<file path="src/rtl/pctl_pkg.sv">
package pctl_pkg;
   localparam int GPO_W    = 4;
   localparam int GAIN_W   = 6;
   localparam int PAD_W    = 2;
   localparam int FLAG_W   = 4;
   localparam int STEP_W   = 5;
   localparam int MAX_LIN  = 17;
   localparam int SAT_STEP = 18;
   localparam int WORD_W   = FLAG_W + GPO_W + PAD_W + GAIN_W;
   localparam int FIELD_W  = WORD_W - PAD_W;

   typedef struct packed {
      logic              dc_off;
      logic              cm_en;
      logic              zc_en;
      logic              ovr_low;
      logic [GPO_W-1:0]  gpo;
      logic              unity;
      logic [STEP_W-1:0] step;
   } ctrl_t;

   // returns {unity, step}
   function automatic logic [STEP_W:0] gain_map(input logic [GAIN_W-1:0] code);
      if (code == '0)
         gain_map = {1'b1, {STEP_W{1'b0}}};
      else if (int'(code) <= MAX_LIN)
         gain_map = {1'b0, code[STEP_W-1:0]};
      else
         gain_map = {1'b0, STEP_W'(SAT_STEP)};
   endfunction
endpackage

</file>
<file path="src/rtl/pctl_sync.sv">
module pctl_sync #(
   parameter int         STAGES  = 2,
   parameter int         W       = 1,
   parameter logic [W-1:0] RST_VAL = '0
) (
   input  logic         clk,
   input  logic         rst_n,
   input  logic [W-1:0] d_in,
   output logic [W-1:0] q_out
);
   logic [W-1:0] chain [STAGES];

   generate
      for (genvar s = 0; s < STAGES; s++) begin : g_stage
         always_ff @(posedge clk or negedge rst_n) begin
            if (!rst_n)      chain[s] <= RST_VAL;
            else if (s == 0) chain[s] <= d_in;
            else             chain[s] <= chain[(s == 0) ? 0 : s-1];
         end
      end
   endgenerate

   assign q_out = chain[STAGES-1];
endmodule

</file>
<file path="src/rtl/pctl_shifter.sv">
module pctl_shifter #(
   parameter int WORD_W = 16
) (
   input  logic              clk,
   input  logic              rst_n,
   input  logic              shift_evt,
   input  logic              out_evt,
   input  logic              din,
   output logic [WORD_W-1:0] shreg,
   output logic              dout
);
   always_ff @(posedge clk or negedge rst_n) begin
      if (!rst_n) begin
         shreg <= '0;
         dout  <= 1'b0;
      end else begin
         if (shift_evt) shreg <= {shreg[WORD_W-2:0], din};
         if (out_evt)   dout  <= shreg[WORD_W-1];
      end
   end
endmodule

</file>
<file path="src/rtl/pctl_decode.sv">
module pctl_decode
   import pctl_pkg::*;
(
   input  logic               clk,
   input  logic               rst_n,
   input  logic               load,
   input  logic [FIELD_W-1:0] fields,
   output ctrl_t              ctrl
);
   localparam int GAIN_LO = 0;
   localparam int GPO_LO  = GAIN_W;
   localparam int FLAG_LO = GAIN_W + GPO_W;

   ctrl_t nxt;
   logic [STEP_W:0] gm;

   always_comb begin
      gm          = gain_map(fields[GAIN_LO +: GAIN_W]);
      nxt.dc_off  = fields[FLAG_LO+3];
      nxt.cm_en   = fields[FLAG_LO+2];
      nxt.zc_en   = fields[FLAG_LO+1];
      nxt.ovr_low = fields[FLAG_LO];
      nxt.gpo     = fields[GPO_LO +: GPO_W];
      nxt.unity   = gm[STEP_W];
      nxt.step    = gm[STEP_W-1:0];
   end

   always_ff @(posedge clk or negedge rst_n) begin
      if (!rst_n) begin
         ctrl       <= '0;
         ctrl.unity <= 1'b1;
      end else if (load) begin
         ctrl <= nxt;
      end
   end
endmodule

</file>
<file path="src/rtl/preamp_ctl_port.sv">
module preamp_ctl_port
   import pctl_pkg::*;
#(
   parameter int SYNC_STAGES = 2
) (
   input  logic              clk,
   input  logic              rst_n,
   input  logic              sel_n,
   input  logic              sclk,
   input  logic              sdin,
   output logic              sdout,
   output logic              sdout_oe,
   output logic              servo_dc_off,
   output logic              cm_servo_en,
   output logic              zc_en,
   output logic              ovr_low_thr,
   output logic [GPO_W-1:0]  gpo,
   output logic              gain_unity,
   output logic [STEP_W-1:0] gain_idx
);
   generate
      if (SYNC_STAGES < 2) begin : g_bad_sync
         $error("SYNC_STAGES must be at least 2");
      end
      if (WORD_W != 16) begin : g_bad_word
         $error("control word must be 16 bits");
      end
      if ((1 << STEP_W) <= SAT_STEP) begin : g_bad_step
         $error("STEP_W too narrow for saturated step");
      end
   endgenerate

   logic [2:0] raw_in, syn;
   logic       sel_s, sclk_s, sdin_s;
   logic       sel_q, sclk_q;
   logic       sclk_rise, sclk_fall, sel_rise, sel_fall;
   logic [WORD_W-1:0] shreg;
   ctrl_t      ctrl;

   assign raw_in = {sel_n, sclk, sdin};

   pctl_sync #(.STAGES(SYNC_STAGES), .W(3), .RST_VAL(3'b100)) u_sync (
      .clk(clk), .rst_n(rst_n), .d_in(raw_in), .q_out(syn)
   );
   assign {sel_s, sclk_s, sdin_s} = syn;

   always_ff @(posedge clk or negedge rst_n) begin
      if (!rst_n) begin
         sel_q  <= 1'b1;
         sclk_q <= 1'b0;
      end else begin
         sel_q  <= sel_s;
         sclk_q <= sclk_s;
      end
   end

   assign sclk_rise = sclk_s & ~sclk_q & ~sel_s;
   assign sclk_fall = ~sclk_s & sclk_q & ~sel_s;
   assign sel_rise  = sel_s & ~sel_q;
   assign sel_fall  = ~sel_s & sel_q;

   pctl_shifter #(.WORD_W(WORD_W)) u_shift (
      .clk(clk), .rst_n(rst_n),
      .shift_evt(sclk_rise), .out_evt(sclk_fall | sel_fall),
      .din(sdin_s), .shreg(shreg), .dout(sdout)
   );

   pctl_decode u_dec (
      .clk(clk), .rst_n(rst_n), .load(sel_rise),
      .fields({shreg[WORD_W-1:GAIN_W+PAD_W], shreg[GAIN_W-1:0]}),
      .ctrl(ctrl)
   );

   assign sdout_oe     = ~sel_s;
   assign servo_dc_off = ctrl.dc_off;
   assign cm_servo_en  = ctrl.cm_en;
   assign zc_en        = ctrl.zc_en;
   assign ovr_low_thr  = ctrl.ovr_low;
   assign gpo          = ctrl.gpo;
   assign gain_unity   = ctrl.unity;
   assign gain_idx     = ctrl.step;
endmodule

</file>
<file path="config.mk">
export PLATFORM = sky130hd
export DESIGN_NAME = preamp_ctl_port
export DESIGN_NICKNAME = d
export VERILOG_FILES = /design/src/rtl/pctl_pkg.sv /design/src/rtl/pctl_sync.sv /design/src/rtl/pctl_shifter.sv /design/src/rtl/pctl_decode.sv /design/src/rtl/preamp_ctl_port.sv
export SDC_FILE = /design/constraint.sdc
export NUM_CORES = 1
export LEC_CHECK = 0
export ABC_AREA = 1
export BUFFER_PORTS_ARGS = -buffer_cell sky130_fd_sc_hd__buf_4
export CAP_MARGIN = 0
export CORE_ASPECT_RATIO = 1.4
export CORE_MARGIN = 2
export CORE_UTILIZATION = 50
export CTS_BUF_LIST = sky130_fd_sc_hd__clkbuf_4 sky130_fd_sc_hd__clkbuf_8
export DETAILED_ROUTE_END_ITERATION = 8
export GPL_ROUTABILITY_DRIVEN = 0
export GPL_TIMING_DRIVEN = 0
export HOLD_SLACK_MARGIN = 0.02
export PLACE_DENSITY = 0.75
export SLEW_MARGIN = 20
export SYNTH_ARGS = -nofsm -noshare
export SYNTH_HDL_FRONTEND = slang
export SYNTH_SLANG_ARGS = --single-unit
</file>
<file path="constraint.sdc">
create_clock -name clk -period 2.68 [get_ports clk]
set_input_delay 0.536 -clock clk [delete_from_list [all_inputs] [get_ports clk]]
set_output_delay 0.536 -clock clk [all_outputs]
set_load 0.02 [all_outputs]
</file>
==> results.cfg <==
[run_status]
status = finished clean

[pwr]
power_density_nw_per_um2 = 838
totalPowerFinal_mw = 1.52
p_leak_nw = 0.909
ir_drop_v = 0.000437

[final_layout]
antenna_cells = 0
n_fill_cell = 237
utilization_pct = 63.0
drive_gt1_share_pct = 36.7
layout.nets = 170
fin_area_um2 = 1810
finalNonFillerCells = 203
seq_area_um2 = 981
area_delta_synth_final_pct = 18.7
multiInputGateArea_um2 = 438

[cts]
postCtsSetupRepairBufs = 0
clkTransAtPathRegs_ns = 0.07
htree_levels = 2
cts_tree = yes
post_cts_resized = 0
clock_path_buffers = 2
cts_hold_buf = 0
cts_sinks = 39
cts_buffers = 5
clock_latency_ns = 0.29
cts_root_buf = clkbuf_8

[synthesis]
synth.distinct_cells = 19
synth_cells = 138
synth_area_um2 = 1530
synth_top_flop_cell = dfrtp_1
synth.most_common_cell = nand2_1
synth_edf_count = 0
syn_area_per_cell_um2 = 11.1
ys_ff_latch = 39
synthArstFlopShare_pct = 100
synth_commonest_cells = nand2_1, dfrtp_1, o21ai_2, inv_1, nand3_1
yosysSeqAreaShare_pct = 64.3
synth_top_area_share_pct = 57.4
yosysWarnings = 0
synth_top_area_cell = dfrtp_1
yosys-top-cells-area = dfrtp_1, o21ai_2, nand2_1
synth.net_count = 143

[worst_hold_path]
hp-class = input pin to asynchronous set/reset pin

[timing]
hold_viol = 0
max_freq_mhz = 608
worst_slack_ns = 1.04
fin_setup_tns_ns = 0
period_minus_slack_ns = 1.64
timing.hold.ws_ns = 0.203
worstMarginPinSlew_ns = 0.474
slew_headroom_pct = 68.4
drv_slew = 0
fin_crit_sh_pct = 61.3
finClkSkew_ns = 0.00442
setup_viol_count_final = 0
rsz0062_at_grt = false

[detailed_routing]
ant_nets = 0
detail_route.wl_per_cell_um = 12.2
viasPerCell = 4.88
vias = 991
drtIter0Drc = 20
dr.pass1.iters = 4
route.detailed.drc = 0
wl_um = 2480

[floorplanning]
die_h_um = 69.4
die_x_um = 50.7
initial_utilization_pct = 53.0
io_pins = 21
rows = 23
die_area_um2 = 3520
design.core.area_um2 = 2880

[worst_setup_path]
cp.required_ns = 2.14
timing.rr.start = u_sync.q_out[2]
reg2regPathDepth = 6
regToRegSetupSlack_ns = 1.45
cp-startpoint = u_sync.q_out[2]
critPathKind = register to output port
endpoint_kind = output port
r2r-end = u_dec.ctrl[6]
critical_path.endpoint = sdout_oe
critPathMaxFanout = 5
cp-start-kind = register
critPathArrivalTime_ns = 1.11

[place]
dpl_cell_area_um2 = 1720
port_buffers = 20
dp_cells = 195
pre_cts_ws_ns = 1.35
dp_hpwl_um = 1760

[global_routing]
grt.busiest_layer = met2
grt.overflow.total = 0
use_met3_pct = 6.47
met2_usage_pct = 26.6
grt_max_degree = 40
grt_pass1_wl_um = 4400
grt_pass1_vias = 973
grt_use_met1_pct = 20.5
grt_usage_pct = 17.2
antenna_found_initial = 0

[run]
maxCapViolations = 0
[layer usage]
metal  up-vias  wire length (um)  share of wire [%]
met4         0                41                1.7
met1       470              1000                 40
li1        494                 -                  -
met2        22              1300                 52
met5         -                 0                  0
met3         5               138                5.6
[final cells by class]
type / count / share of cell area, %
Clock buffer: 7 / 4.63
Sequential cell: 39 / 54.1
Multi-Input combinational cell: 80 / 24.2
Buffer: 5 / 2.90
Clock inverter: 1 / 0.276
Timing Repair Buffer: 20 / 8.29
Inverter: 14 / 3.04
Tap cell: 37 / 2.56
[power breakdown]
| group | internal [mW] | leakage, nW | switching [mW] |
|---|---|---|---|
| Sequential | 0.703 | 0.486 | 0.0639 |
| Combinational | 0.147 | 0.374 | 0.218 |
| Clock | 0.202 | 0.0491 | 0.183 |
[worst min path at each step]
stage / start / endpoint / slack (ns) / cells after the start
2_1_floorplan: rst_n / sclk_q / 0.24 / 0
6_report: rst_n / u_dec.ctrl[8] / 0.20 / 1
5_1_grt: rst_n / u_dec.ctrl[9] / 0.23 / 1
3_3_place_gp: u_sync.chain[3] / u_sync.q_out[0] / 0.33 / 0
4_1_cts: rst_n / u_dec.ctrl[8] / 0.21 / 1
3_5_place_dp: u_sync.chain[3] / u_sync.q_out[0] / 0.34 / 0
[kinds of logic after synthesis]
logic type / share of synthesized area, %
compound gates: 12.9
buf+inv: 7.05
flops: 64.3
simple gates: 15.8
[cell usage in the layout, fill, tap and decap left out, drive strengths merged]
cell type	n
dfrtp	35
clkinv	1
a21oi	4
o21ai	21
buf	25
o21a	1
nand2	39
nand3	6
nand4	2
clkbuf	7
nor2	7
dfstp	4
inv	14
[critical path: stages, from the launching register on]
cell	delay, ns
dfstp_2	0.56
inv_2	0.09
buf_4	0.17
[flip-flops by register name (all words and copies together) (netlist names)]
register	cells
sclk_q	1
sel_q	1
u_dec.ctrl	14
u_shift.dout	1
u_shift.shreg	16
u_sync.chain	3
u_sync.q_out	3
Power figures use the tool's default switching activity.
